===== src/rtl/wprot_pkg.sv =====
package wprot_pkg;
  typedef enum logic [1:0] {
    PROT_NONE    = 2'd0,
    PROT_QUARTER = 2'd1,
    PROT_HALF    = 2'd2,
    PROT_ALL     = 2'd3
  } prot_e;

  localparam int SR_W        = 8;
  localparam int SR_BUSY_BIT = 0;
  localparam int SR_WEL_BIT  = 1;
  localparam int SR_BP_LO    = 2;
  localparam int SR_LOCK_BIT = 7;

  function automatic logic [SR_W-1:0] pack_status(logic lock_en, prot_e bp,
                                                   logic wel, logic bsy);
    logic [SR_W-1:0] s;
    s = '0;
    s[SR_LOCK_BIT]         = lock_en;
    s[SR_BP_LO+1:SR_BP_LO] = bp;
    s[SR_WEL_BIT]          = wel;
    s[SR_BUSY_BIT]         = bsy;
    return s;
  endfunction
endpackage


===== src/rtl/wprot_wel.sv =====
module wprot_wel (
  input  logic clk,
  input  logic rst_n,
  input  logic busy,
  input  logic cmd_wr_en,
  input  logic cmd_wr_dis,
  output logic wel
);
  logic busy_q, wel_q, wel_d, busy_fall;

  assign busy_fall = busy_q & ~busy;

  always_comb begin
    wel_d = wel_q;
    if (cmd_wr_en)              wel_d = 1'b1;
    if (cmd_wr_dis || busy_fall) wel_d = 1'b0;
  end

  always_ff @(posedge clk or negedge rst_n) begin
    if (!rst_n) begin
      wel_q  <= 1'b0;
      busy_q <= 1'b0;
    end else begin
      wel_q  <= wel_d;
      busy_q <= busy;
    end
  end

  assign wel = wel_q;

  assert_wel_clear_R6: assert property (@(posedge clk) disable iff (!rst_n)
    $fell(busy) |=> !wel);
  assert_dis_wins_R2: assert property (@(posedge clk) disable iff (!rst_n)
    cmd_wr_dis |=> !wel);
endmodule


===== src/rtl/wprot_range_chk.sv =====
module wprot_range_chk
  import wprot_pkg::*;
#(
  parameter int ADDR_W = 14
) (
  input  logic [ADDR_W-1:0] addr,
  input  prot_e             bp,
  output logic              hit
);
  localparam int TOP = ADDR_W - 1;
  logic [1:0] top2;

  generate
    if (ADDR_W >= 2) begin : g_wide
      assign top2 = addr[TOP:TOP-1];
    end else begin : g_narrow
      assign top2 = {addr[TOP], addr[TOP]};
    end
  endgenerate

  always_comb begin
    unique case (bp)
      PROT_NONE:    hit = 1'b0;
      PROT_QUARTER: hit = (top2 == 2'b11);
      PROT_HALF:    hit = top2[1];
      default:      hit = 1'b1;
    endcase
  end
endmodule


===== src/rtl/wprot_sr_ctl.sv =====
module wprot_sr_ctl
  import wprot_pkg::*;
(
  input  logic            clk,
  input  logic            rst_n,
  input  logic            lock_n,
  input  logic            busy,
  input  logic            wel,
  input  logic            frame_active,
  input  logic            sr_commit,
  input  logic [SR_W-1:0] sr_data,
  output logic            sr_grant,
  output logic            sr_deny,
  output logic            lock_en,
  output prot_e           bp
);
  logic  abort_q, abort_d;
  logic  lock_en_q, lock_en_d;
  prot_e bp_q, bp_d;
  logic  grant_q, deny_q, grant_d, deny_d;
  logic  pin_blocks, ok;

  assign pin_blocks = lock_en_q & ~lock_n;
  assign ok = wel & ~busy & ~pin_blocks & ~abort_q;

  always_comb begin
    abort_d   = abort_q;
    lock_en_d = lock_en_q;
    bp_d      = bp_q;
    grant_d   = sr_commit & ok;
    deny_d    = sr_commit & ~ok;
    if (!frame_active)   abort_d = 1'b0;
    else if (pin_blocks) abort_d = 1'b1;
    if (grant_d) begin
      lock_en_d = sr_data[SR_LOCK_BIT];
      bp_d      = prot_e'(sr_data[SR_BP_LO+1:SR_BP_LO]);
    end
  end

  always_ff @(posedge clk or negedge rst_n) begin
    if (!rst_n) begin
      abort_q   <= 1'b0;
      lock_en_q <= 1'b0;
      bp_q      <= PROT_NONE;
      grant_q   <= 1'b0;
      deny_q    <= 1'b0;
    end else begin
      abort_q   <= abort_d;
      lock_en_q <= lock_en_d;
      bp_q      <= bp_d;
      grant_q   <= grant_d;
      deny_q    <= deny_d;
    end
  end

  assign sr_grant = grant_q;
  assign sr_deny  = deny_q;
  assign lock_en  = lock_en_q;
  assign bp       = bp_q;

  assert_lock_deny_R7: assert property (@(posedge clk) disable iff (!rst_n)
    sr_commit && lock_en && !lock_n |=> !sr_grant);
  assert_sr_nowel_R3: assert property (@(posedge clk) disable iff (!rst_n)
    sr_commit && !wel |=> sr_deny);
  assert_sr_onehot_R12: assert property (@(posedge clk) disable iff (!rst_n)
    $onehot0({sr_grant, sr_deny}));
  assert_fields_hold_R10: assert property (@(posedge clk) disable iff (!rst_n)
    !sr_commit |=> $stable(lock_en) && $stable(bp));
endmodule


===== src/rtl/wprot_ctrl.sv =====
module wprot_ctrl
  import wprot_pkg::*;
#(
  parameter int ADDR_W = 14
) (
  input  logic              clk,
  input  logic              rst_n,
  input  logic              lock_n,
  input  logic              busy,
  input  logic              frame_active,
  input  logic              cmd_wr_en,
  input  logic              cmd_wr_dis,
  input  logic              sr_commit,
  input  logic [7:0]        sr_data,
  input  logic              arr_req,
  input  logic [ADDR_W-1:0] arr_addr,
  output logic              arr_grant,
  output logic              arr_deny,
  output logic              sr_grant,
  output logic              sr_deny,
  output logic [7:0]        status_rd
);
  logic  wel, lock_en, in_prot;
  prot_e bp;
  logic  agrant_q, adeny_q, agrant_d, adeny_d, arr_ok;

  wprot_wel u_wel (
    .clk(clk), .rst_n(rst_n), .busy(busy),
    .cmd_wr_en(cmd_wr_en), .cmd_wr_dis(cmd_wr_dis), .wel(wel)
  );

  wprot_range_chk #(.ADDR_W(ADDR_W)) u_range (
    .addr(arr_addr), .bp(bp), .hit(in_prot)
  );

  wprot_sr_ctl u_sr (
    .clk(clk), .rst_n(rst_n), .lock_n(lock_n), .busy(busy), .wel(wel),
    .frame_active(frame_active), .sr_commit(sr_commit), .sr_data(sr_data),
    .sr_grant(sr_grant), .sr_deny(sr_deny), .lock_en(lock_en), .bp(bp)
  );

  assign arr_ok = wel & ~busy & ~in_prot;

  always_comb begin
    agrant_d = arr_req & arr_ok;
    adeny_d  = arr_req & ~arr_ok;
  end

  always_ff @(posedge clk or negedge rst_n) begin
    if (!rst_n) begin
      agrant_q <= 1'b0;
      adeny_q  <= 1'b0;
    end else begin
      agrant_q <= agrant_d;
      adeny_q  <= adeny_d;
    end
  end

  assign arr_grant = agrant_q;
  assign arr_deny  = adeny_q;
  assign status_rd = pack_status(lock_en, bp, wel, busy);

  assert_arr_nowel_R3: assert property (@(posedge clk) disable iff (!rst_n)
    arr_req && !wel |=> arr_deny);
  assert_busy_deny_R5: assert property (@(posedge clk) disable iff (!rst_n)
    arr_req && busy |=> !arr_grant);
  assert_all_prot_R4: assert property (@(posedge clk) disable iff (!rst_n)
    arr_req && bp == PROT_ALL |=> !arr_grant);
  assert_arr_onehot_R12: assert property (@(posedge clk) disable iff (!rst_n)
    $onehot0({arr_grant, arr_deny}));
endmodule


===== config.mk =====
export PLATFORM = sky130hd
export DESIGN_NAME = wprot_ctrl
export DESIGN_NICKNAME = d
export VERILOG_FILES = /design/src/rtl/wprot_pkg.sv /design/src/rtl/wprot_wel.sv /design/src/rtl/wprot_range_chk.sv /design/src/rtl/wprot_sr_ctl.sv /design/src/rtl/wprot_ctrl.sv
export SDC_FILE = /design/constraint.sdc
export NUM_CORES = 1
export LEC_CHECK = 0
export CAP_MARGIN = 20
export CORE_AREA = 2 2 39 41
export CTS_BUF_LIST = sky130_fd_sc_hd__clkbuf_2 sky130_fd_sc_hd__clkbuf_4 sky130_fd_sc_hd__clkbuf_8
export CTS_CLUSTER_SIZE = 40
export DETAILED_ROUTE_END_ITERATION = 12
export DIE_AREA = 0 0 41 43
export DONT_BUFFER_PORTS = 1
export SKIP_LAST_GASP = 1
export SLEW_MARGIN = 20
export SYNTH_ARGS = -nofsm -noshare
export SYNTH_HDL_FRONTEND = slang
export SYNTH_SLANG_ARGS = --single-unit

===== constraint.sdc =====
create_clock -name clk -period 1.37 [get_ports clk]
set_input_delay 0.137 -clock clk [delete_from_list [all_inputs] [get_ports clk]]
set_output_delay 0.137 -clock clk [all_outputs]
set_load 0.02 [all_outputs]

## Word-level counts from Yosys, hierarchy flattened

Index checks and enable logic that the tools add are counted.

| cells by class | value |
|---|---|
| equality and inequality tests | 4 |
| multiplexer cells | 5 |
| bitwise operators | 17 |
| reduce and logical (&&, ||, !) cells | 3 |

Operators with widths:

| cell | count |
|---|---|
| $and 1x1->1 | 10 |
| $not 1->1 | 7 |
| $eq 2x2->1 const B | 2 |
| $mux 1 | 4 |
| $pmux 1 s3 | 1 |
| $eq 2x1->1 const B | 1 |
| $logic_not 2->1 | 1 |
| $ne 2x1->1 const B | 1 |
| $reduce_bool 2->1 | 1 |
| $logic_or 1x1->1 | 1 |

| storage, ports and cells | value |
|---|---|
| register bits after elaboration | 10 |
| bits of input ports | 31 |
| output and inout port bits | 12 |
| logic and storage cells | 38 |

## Logic depth before layout (Yosys ltp)

| logic depth | value |
|---|---|
| word-level depth | 7 |
| gate-level depth with buffers | 3 |

## Cells and area by module

Synthesis repeated with hierarchy kept, for this count alone.

| unflattened totals | value |
|---|---|
| cell total of the unflattened synthesis | 35 |
| area total of the unflattened synthesis | 464.2 um2 |

By module, submodules not included:

| module | instances | cells an instance | area each (um2) |
|---|---|---|---|
| wprot_sr_ctl | 1 | 15 | 246.5 |
| wprot_ctrl | 1 | 12 | 126.4 |
| wprot_wel | 1 | 5 | 77.6 |
| wprot_range_chk | 1 | 3 | 13.8 |

## Least setup slack after synthesis

OpenSTA, ideal clock, no wires.

| timing | value |
|---|---|
| kind | flip-flop to flip-flop |
| start point | register u_sr.abort_q |
| end point | register u_sr.bp_q[0] (netlist: u_sr.bp[0]) |
| arrival time | 1.139 ns |
| slack | 0.106 ns |
| cell stages (with the launch flop) | 3 |
| path buffers | 0 |
| cell sequence | dfrtp_1 > a2111oi_4 > mux2_2 |

| on the way | value |
|---|---|
| longest elaborated chain between the ends | 3 |

Ends and longest elaborated chain:

| what | line | text |
|---|---|---|
| start: declaration | wprot_sr_ctl.sv:17 | `logic abort_q, abort_d;` |
| start signal: assignment | wprot_sr_ctl.sv:48 | `abort_q <= abort_d;` |
| $not 1->1 | wprot_sr_ctl.sv:24 | `assign ok = wel & ~busy & ~pin_blocks & ~abort_q;` |
| $and 1x1->1 | wprot_sr_ctl.sv:24 |  |
| $and 1x1->1 | wprot_sr_ctl.sv:30 | `grant_d = sr_commit & ok;` |
| via u_sr.grant_d | wprot_sr_ctl.sv:20 | `logic grant_q, deny_q, grant_d, deny_d;` |
| end signal: assignment | wprot_sr_ctl.sv:50 | `bp_q <= bp_d;` |
| end: declaration | wprot_sr_ctl.sv:19 | `prot_e bp_q, bp_d;` |

The timed path passes the listed nets, and every way through them passes these cells.
A chain may end at the register's enable or synchronous reset.

## Final worst setup path

| timing | value |
|---|---|
| start point | register u_sr.abort_q |
| end point | register u_sr.bp_q[1] (netlist: u_sr.bp[1]) |

The elaborated chain is that of the path after synthesis.

==> out/metrics.yaml <==
floorplan:
  ios: 43
  start_util: 0.315
  die_w_um: 41
  fp.dieH_um: 43
  rows: 14
  core_um2: 1380
  die_area_um2: 1760
detailed_routing:
  remaining_drc_errors: 0
  wl_per_cell_um: 14.8
  ant_nets: 0
  wl_um: 827
  dr.pass1.iters: 3
  routed_via_density: 4.75
  drt_iter0_drc: 1
  vias: 266
clock_tree:
  cts_made_buffers: 3
  cts-root-buf: "clkbuf_4"
  cts_tree: "done"
  clk_pin_slew_ns: 0.06
  h-tree-depth: 1
  clockBufferDepth: 2
  clk_latency_ns: 0.26
  clock_sinks: 10
  post-cts-setup-buffers: 0
timing:
  maxSlewViolCount: 0
  finClkSkew_ns: 0.00151
  grt_setup_unrepaired: "true"
  whs_ns: 0.0106
  final.min_clock_period_ns: 1.36
  fin_ws_ns: 0.0121
  clock.fmax_mhz: 736
  setup_viol: 0
  post-route-period-util: 0.991
  hold_violations: 0
  fin_setup_tns_ns: 0
setup_path:
  cp-end-kind: "register"
  reg2reg_depth: 2
  cp-start-kind: "register"
  worstPathMaxFanout: 4
  cp_data_arrival_time_ns: 1.51
  cp.required_ns: 1.52
  path_class: "register to register"
layout:
  area_growth_pct: 14.9
  final_common_cell: "dfrtp_1"
  final_cell_mix: "dfrtp_1, buf_4"
  fin_nets: 73
  final_cell_area_um2: 500
  antenna_cells: 0
  drive_gt1_frac: 0.275
global_routing:
  antenna_found_initial: 0
  overflow: 0
  grt_max_degree: 11
  grt_pass1_wl_um: 1100
  grt_usage: 0.104
  grt_pass1_vias: 266
pwr:
  power.switching_w: 0.000242
  switching_share: 0.318
  peakVddDrop_uv: 419
  clkPwrFrac: 0.260
  p_comb_frac: 0.213
  sequentialPowerShare: 0.527
  p_leak_nw: 0.233
  p_int_w: 0.000519
  power.density_nw_per_um2: 1520
hold_path:
  hold_path.class: "input port to register"
  hold_depth: 1
placement:
  finalWeightedCongestion: 0.670
  dp_slack_ns: -0.000786
  port_buffers: 0
  dpl_cell_area_um2: 448
logic_synthesis:
  yosys-mux-area-fraction: 0.0776
  synth_warnings: 0
  synth_fa_ha_area_frac: 0
  ys_top_cells_by_area: "dfrtp_1, buf_4, mux2_2, a2111oi_4, nor2b_1"
  synthXorXnorAreaFrac: 0
  netlist_instances: 34
  synth_top_family_by_area: "compound AO/OA/AOI/OAI gates"
  yosysSeqAreaShare: 0.575
  yosys.area.top_type: "dfrtp_1"
  synthSimpleGateAreaFrac: 0.0661
  synth_cell_types: 15
  synth-seq-cells: 10
  avgSynthCellArea_um2: 12.8
  synth_compound_area_frac: 0.144
  yosysTopAreaCellShare: 0.575
  netlist_area_um2: 435
outcome:
  status: "finished clean"
job:
  drv_cap: 0
cells in the mapped netlist, drive strengths merged:
master   number
inv           3
dfrtp        10
nand2b        1
mux2          3
nor2          1
a2111oi       1
a31oi         1
and2          1
buf           6
a21o          1
a221oi        1
a21oi         1
a211oi        1
conb          1
nor2b         2
power groups by stage:
| stage | Clock, W | Combinational [W] | Sequential (W) |
|---|---|---|---|
| floorplan | 0 | 0.000112 | 0.000416 |
| global placement | 0 | 0.000149 | 0.000404 |
| detailed placement | 0 | 0.000153 | 0.000407 |
| CTS | 0.000201 | 0.000165 | 0.000403 |
| global route | 0.000225 | 0.000174 | 0.000407 |
| finish | 0.000198 | 0.000162 | 0.000401 |
kinds of logic (layout without fill, tap and decap cells):
kind of cell,after synthesis,after routing
compound gates,6,6
buf+inv,9,13
flops,10,10
mux,3,3
other cells,1,3
simple gates,5,5
through the flow:
stage | std cells | power (W) | util
after floorplan | 36 | 0.000528 | -
after global placement | 50 | 0.000554 | 0.324
after detailed placement | 50 | 0.000560 | 0.324
after CTS | 56 | 0.000769 | 0.362
after global routing | 56 | 0.000806 | 0.362
final | 56 | 0.000761 | 0.362
cell type report:
class                           instances  area (um2)
Clock buffer                            3        22.5
Tap cell                               16        20.0
Timing Repair Buffer                    7        60.1
Inverter                                3        11.3
Sequential cell                        10         250
Fill cell                             146         883
Multi-Input combinational cell         17         136
state kept, by name, summed over array words and instances (netlist names):
register       cells
u_wel.wel          1
arr_deny           1
u_sr.sr_deny       1
u_sr.sr_grant      1
u_sr.lock_en       1
arr_grant          1
u_sr.abort_q       1
u_wel.busy_q       1
u_sr.bp            2
worst paths after layout:
| check | startpoint | end | slack (ns) |
|---|---|---|---|
| min reg2reg | u_wel.busy_q | u_wel.wel | 0.41 |
| max | u_sr.abort_q | u_sr.bp[1] | 0.01 |
| min | arr_req | arr_grant | 0.01 |
| max in group asynchronous | rst_n | u_sr.bp[0] | 0.81 |
| min in group asynchronous | rst_n | u_sr.sr_deny | 0.26 |
| max reg2reg | u_sr.abort_q | u_sr.bp[1] | 0.01 |
metal layers:
metal / global-route usage / vias to the layer above / share of wire
li1: - / 118 / -
met1: 0.0891 / 131 / 0.35
met2: 0.159 / 15 / 0.54
met3: 0.0524 / 2 / 0.088
met4: 0.100 / 0 / 0.017
met5: 0 / - / 0
what timing repair did:
item / 4_1_cts / 5_1_grt
endpoints found under the setup margin: 0 / 3
hold endpoints to repair: 12 / 0
hold buffers: 3 / 0
gates resized for setup: 0 / 0
critical path, cell delays in order, from the launching register on:
cell       delay, ns
dfrtp_1         0.41
a2111oi_4       0.46
mux2_2          0.38
(Power assumes the default switching activity.)
